<file path="config.mk">
export PLATFORM = sky130hd
export DESIGN_NAME = div5_lsb_detector
export DESIGN_NICKNAME = d
export VERILOG_FILES = /design/src/rtl/div5_pkg.sv /design/src/rtl/div5_phase_track.sv /design/src/rtl/div5_rem_step.sv /design/src/rtl/div5_lsb_detector.sv
export SDC_FILE = /design/constraint.sdc
export NUM_CORES = 1
export LEC_CHECK = 0
export ABC_CLOCK_PERIOD_IN_PS = 3800
export CORE_AREA = 2 2 39 41
export CTS_CLUSTER_SIZE = 24
export DETAILED_ROUTE_END_ITERATION = 16
export DIE_AREA = 0 0 41 43
export DONT_BUFFER_PORTS = 1
export PLACE_DENSITY_LB_ADDON = 0.2
export SKIP_CTS_REPAIR_TIMING = 1
export SYNTH_ARGS = -nofsm -noshare
export SYNTH_HDL_FRONTEND = slang
export SYNTH_SLANG_ARGS = --single-unit
</file>
<file path="constraint.sdc">
create_clock -name clk -period 3.8 [get_ports clk]
set_input_delay 0.76 -clock clk [delete_from_list [all_inputs] [get_ports clk]]
set_output_delay 0.76 -clock clk [all_outputs]
set_load 0.02 [all_outputs]
</file>
<file path="src/rtl/div5_pkg.sv">
package div5_pkg;

    localparam int unsigned MODULUS  = 5;
    localparam int unsigned REM_W    = $clog2(MODULUS);
    localparam int unsigned PHASE_N  = 4;
    localparam int unsigned PHASE_W  = $clog2(PHASE_N);

    localparam logic [REM_W:0] SUM_MOD = (REM_W+1)'(MODULUS);

    typedef logic [REM_W-1:0] rem_t;

    // Phase names carry the weight 2^k mod 5 they stand for
    typedef enum logic [PHASE_W-1:0] {
        PH_W1 = 2'd0,
        PH_W2 = 2'd1,
        PH_W4 = 2'd2,
        PH_W3 = 2'd3
    } phase_e;

    typedef struct packed {
        rem_t   rem;
        phase_e phase;
    } acc_t;

    function automatic rem_t phase_weight(input phase_e p);
        case (p)
            PH_W1:   return rem_t'(1);
            PH_W2:   return rem_t'(2);
            PH_W4:   return rem_t'(4);
            default: return rem_t'(3);
        endcase
    endfunction

    function automatic phase_e phase_next(input phase_e p);
        case (p)
            PH_W1:   return PH_W2;
            PH_W2:   return PH_W4;
            PH_W4:   return PH_W3;
            default: return PH_W1;
        endcase
    endfunction

    // Both operands are below MODULUS, so one conditional subtract suffices
    function automatic rem_t mod_add(input rem_t a, input rem_t b);
        logic [REM_W:0] s;
        s = {1'b0, a} + {1'b0, b};
        if (s >= SUM_MOD) s = s - SUM_MOD;
        return rem_t'(s);
    endfunction

endpackage

</file>
<file path="src/rtl/div5_phase_track.sv">
module div5_phase_track
    import div5_pkg::*;
(
    input  logic   clk,
    input  logic   rst,
    input  logic   advance,
    output phase_e phase
);

    phase_e phase_q;

    always_ff @(posedge clk) begin
        if (rst)
            phase_q <= PH_W1;
        else if (advance)
            phase_q <= phase_next(phase_q);
    end

    assign phase = phase_q;

endmodule

</file>
<file path="src/rtl/div5_rem_step.sv">
module div5_rem_step
    import div5_pkg::*;
(
    input  rem_t   rem_in,
    input  phase_e phase,
    input  logic   data_bit,
    output rem_t   rem_out
);

    rem_t weight;

    always_comb begin
        weight  = phase_weight(phase);
        rem_out = data_bit ? mod_add(rem_in, weight) : rem_in;
    end

endmodule

</file>
<file path="src/rtl/div5_lsb_detector.sv">
module div5_lsb_detector
    import div5_pkg::*;
(
    input  logic clk,
    input  logic rst,
    input  logic bit_valid,
    input  logic bit_in,
    output logic divisible
);

    acc_t acc;
    rem_t rem_q;
    rem_t rem_d;
    logic flag_q;

    div5_phase_track u_phase (
        .clk     (clk),
        .rst     (rst),
        .advance (bit_valid),
        .phase   (acc.phase)
    );

    div5_rem_step u_step (
        .rem_in   (rem_q),
        .phase    (acc.phase),
        .data_bit (bit_in),
        .rem_out  (rem_d)
    );

    always_ff @(posedge clk) begin
        if (rst) begin
            rem_q  <= '0;
            flag_q <= 1'b1;
        end else if (bit_valid) begin
            rem_q  <= rem_d;
            flag_q <= (rem_d == '0);
        end
    end

    assign acc.rem   = rem_q;
    assign divisible = flag_q;

endmodule

</file>
==> results.txt <==
The total inserted antenna cells came out at 0. The layout overhead on the synthesized area came out at 7.79%. The initial utilization of the core area, before any placement, comes to 36.0%. The worst setup path is captured at a flop. In this run the mean area of a mapped cell was 8.89 um2. Along the worst hold path, the cell count comes to 2.

In this run the horizontal extent of the chip is ~40 um. The register share of total power is 34.2%. The pre-CTS worst setup slack is 0.810 ns. The number of distinct library cell variants in the gate-level netlist after synthesis is 21. At the end of the flow, the number of nets in the layout was 75.

The antenna violation net count after detailed routing is 0. The TritonCTS sink count came out at 6. The path length in cells of the critical path is 12. The full die area is 1760 um2. The part of the total power dissipated in the clock network came out at 23.8%. The setup slack on the worst flop-to-flop path is 0.82 ns. The proportion of synthesized chip area in sequential cells came out at between 20% and 30%. The sequential cells in the finished layout cover a total of 120 um2. The cell count after synthesis came out at 56. The clock tree from TritonCTS is built. The path type of the worst min-delay path is flop to flop. The count of boundary I/O pins is 5. The flow ran to the end, and the final reports show no timing, DRC or antenna violations. The number of global-route vias before repair came to 369. The number of buffers and inverters on the critical path is 3. The internal portion of total power is 0.153 mW. The number of cell rows is 14. The proportion of layout cells with a drive suffix above 1 came out at 10.3%. Setup repair after global routing left no endpoint under its margin. The die is around 43 um tall. The cell depth of the worst flop-to-flop path is 12. The weighted congestion at the end of routability-driven global placement came out at around 0.75.

The initial antenna violation count is 0. After synthesis the netlist holds a flip-flop and latch count of 6. On the critical path, the stage with the largest delay is an instance of sky130_fd_sc_hd__fa_1. Summed over all nets, the half-perimeter wirelength after detailed placement is 657 um.

The combinational share of power came out at 42.0%. The root buffer cell chosen for the clock tree is sky130_fd_sc_hd__clkbuf_4. The post-synthesis instance area is 498 um2. The global routing usage summed across all routing layers is 13.2%. In the routed layout, each cell is associated on average with a via count of roughly 4.7. The layout filler cell count is 143.

The data arrival time of the critical path is 3.11 ns. The clock arrives with 0.00250 ns of skew. The max-capacitance violation count came out at 0. The sum of negative setup slack is 0 ns.

The DRC violation count after routing came out at 0. The worst min-delay path startpoint is rem_q[0]. The reg-to-reg endpoint is divisible. The number of CTS-inserted buffers came out at 3. The minimum period implied by the final worst setup slack is 2.98 ns.

The pin count of the biggest net entering global routing is 10. The required time reported for the critical path endpoint came out at 3.92 ns. Across all setup checks in the final design, the least slack found is slightly above 0.8 ns. The headroom to the max-slew limit came out at 80.2%. The placeable core region is roughly 1400 um2. The final-report setup violation count is 0. STA classifies the critical path startpoint as a flop.

The first detailed-routing pass ran for 2 iterations. In this run the power spent charging and discharging nets is 0.0789 mW. The number of placed instances, taps included came out at 71. The startpoint identified for the worst register-to-register timing path is u_phase.phase[0]. Clock latency on the worst-skew pair, taken at its later pin, is 0.24 ns. The wire length of the first global-routing pass came out at roughly 1500 um. The worst hold endpoint is rem_q[0].

The transition time at the pin with the least slew margin came out at ~0.30 ns. The leakage power came out at around 0.26 nW. The worst-case IR drop observed on VDD is 0.176 mV.

The total count of hold-check failures in the final report came to 0. The count of pins over their slew limit came out at 0. The number of DRC markers after the initial detailed-route iteration is 5. The post-synthesis net count is 71. The dominant register cell in the synthesized netlist is sky130_fd_sc_hd__dfxtp_1. The total grt overflow is 0. Wires add up to 747 um. The H-tree depth came out at 1.

The via total after detailed routing is about 350. The share of the synthesized area in the top cell type is 25.1%. After synthesis, the share of flip-flops with an asynchronous set or reset is 0%.

The switching power share of the total came out at 33.9%. The final non-filler cell total is between 70 and 80. In the final routed layout, each cell accounts on average for around 10 um.

The maximum fanout count along the critical path is 4. sky130_fd_sc_hd__ha_1 takes more of the synthesized area than any other cell. The number of buffer cells added on primary ports is 0. The total power density per cell area is approximately 430 nW/um2. The clock edge transition at the registers on the reported setup and hold paths came out at 0.04 ns. The final core area utilization came out at 38.8%. The total power came out at 0.232 mW. The maximum count of clock buffers along a single path is 2. In this design, the stage delay of the slowest critical-path cell is 0.48 ns. After layout, the worst path uses about four fifths of the clock period. The multi-input logic area is 344 um2. Yosys attributes the largest share of cell area to sky130_fd_sc_hd__ha_1 25%, sky130_fd_sc_hd__dfxtp_1 24%, sky130_fd_sc_hd__mux2i_1 8.0%. The critical path goes through inv_1 -> ha_1 -> inv_1 -> ha_1 -> inv_1 -> fa_1 -> ha_1 -> nand2b_1 -> a221oi_2 -> xnor2_1 -> mux2i_1 -> a311o_2. The number of flops mapped to enable cells by yosys came out at 0.

The maximum frequency from static timing analysis came out at 335 MHz. The type of the setup path with the least slack is flop to flop. The Yosys step of the flow raised 0 warnings.

Broken down by cell family, the worst path's largest delay share belongs to adder cells.
==> power by group through the flow <==
stage	Sequential, mW	Combinational, mW	Clock (mW)
2_1_floorplan	0.0789	0.0860	0
3_3_place_gp	0.0805	0.0989	0
3_5_place_dp	0.0806	0.0993	0
4_1_cts	0.0795	0.0998	0.0598
5_1_grt	0.0809	0.114	0.0643
6_report	0.0794	0.0976	0.0553
==> how the worst max path moves through the flow <==
stage	from	to	slack (ns)
finish	u_phase.phase[0]	divisible	0.82
global route	u_phase.phase[0]	divisible	0.61
CTS	u_phase.phase[0]	divisible	0.79
detailed placement	u_phase.phase[0]	divisible	0.81
global placement	u_phase.phase[0]	divisible	0.83
floorplan	u_phase.phase[0]	divisible	1.00
==> tightest hold or removal path: stages, from the launching register on <==
cell                       delay, ns
sky130_fd_sc_hd__dfxtp_1        0.31
sky130_fd_sc_hd__nor2_1         0.08
sky130_fd_sc_hd__a211oi_1       0.05
==> cell families (layout without fill, tap and decap cells) <==
logic type      Yosys count  count (layout)  share of synthesized area (%)
buf+inv                   9              11                           6.78
xor+xnor                  2               2                           3.52
mux                       4               4                           8.04
simple gates             14              14                           13.1
fa+ha+maj                11              11                           29.1
flops                     6               6                           24.1
compound gates           10              10                           15.3
==> cell usage after synthesis, types with 2 or more instances <==
cell / count
sky130_fd_sc_hd__nand2b_1: 2
sky130_fd_sc_hd__dfxtp_1: 6
sky130_fd_sc_hd__a21oi_1: 3
sky130_fd_sc_hd__ha_1: 10
sky130_fd_sc_hd__nor3_1: 2
sky130_fd_sc_hd__nand2_1: 2
sky130_fd_sc_hd__xnor2_1: 2
sky130_fd_sc_hd__mux2i_1: 4
sky130_fd_sc_hd__inv_1: 8
sky130_fd_sc_hd__nor2_1: 6
==> cell usage in the layout, fill, tap and decap left out <==
master	n
sky130_fd_sc_hd__nor2b_1	1
sky130_fd_sc_hd__a21oi_1	3
sky130_fd_sc_hd__inv_1	8
sky130_fd_sc_hd__o21ai_0	1
sky130_fd_sc_hd__o221ai_1	1
sky130_fd_sc_hd__a21o_1	1
sky130_fd_sc_hd__a311o_2	1
sky130_fd_sc_hd__nand2b_1	2
sky130_fd_sc_hd__nor3_1	2
sky130_fd_sc_hd__or2_2	1
sky130_fd_sc_hd__mux2i_1	4
sky130_fd_sc_hd__ha_1	10
sky130_fd_sc_hd__nand2_1	2
sky130_fd_sc_hd__clkbuf_4	3
sky130_fd_sc_hd__fa_1	1
sky130_fd_sc_hd__a221oi_2	1
sky130_fd_sc_hd__nor2_1	6
sky130_fd_sc_hd__a211oi_1	1
sky130_fd_sc_hd__dfxtp_1	6
sky130_fd_sc_hd__xnor2_1	2
sky130_fd_sc_hd__o22ai_1	1
==> metal layers <==
layer  global-route usage [%]  wire [um]  vias up  part of all wire [%]
met5                        0          0        -                     0
met4                     12.0          8        0                   1.1
met3                     4.71         12        2                   1.6
met2                     17.5        378        2                    51
met1                     15.6        347      148                    46
li1                         -          -      194                     -
==> registers in the layout, indices dropped and copies added (netlist names) <==
| signal | cells |
|---|---|
| u_phase.phase | 2 |
| rem_q | 3 |
| divisible | 1 |
==> cell type report <==
cell class | instances | area share (%)
multi-input cells | 41 | 64.1
well taps | 16 | 3.73
flip-flops and latches | 6 | 22.4
clock buffers | 3 | 4.20
inverters | 8 | 5.59
==> stage by stage <==
step | hold WS, ns | cell area (um2)
2_1_floorplan | 0.469 | 498
3_3_place_gp | 0.490 | 514
3_5_place_dp | 0.497 | 514
4_1_cts | 0.503 | 537
5_1_grt | 0.522 | 537
6_report | 0.497 | 537
No activity file was read; power rests on OpenSTA's default activity.
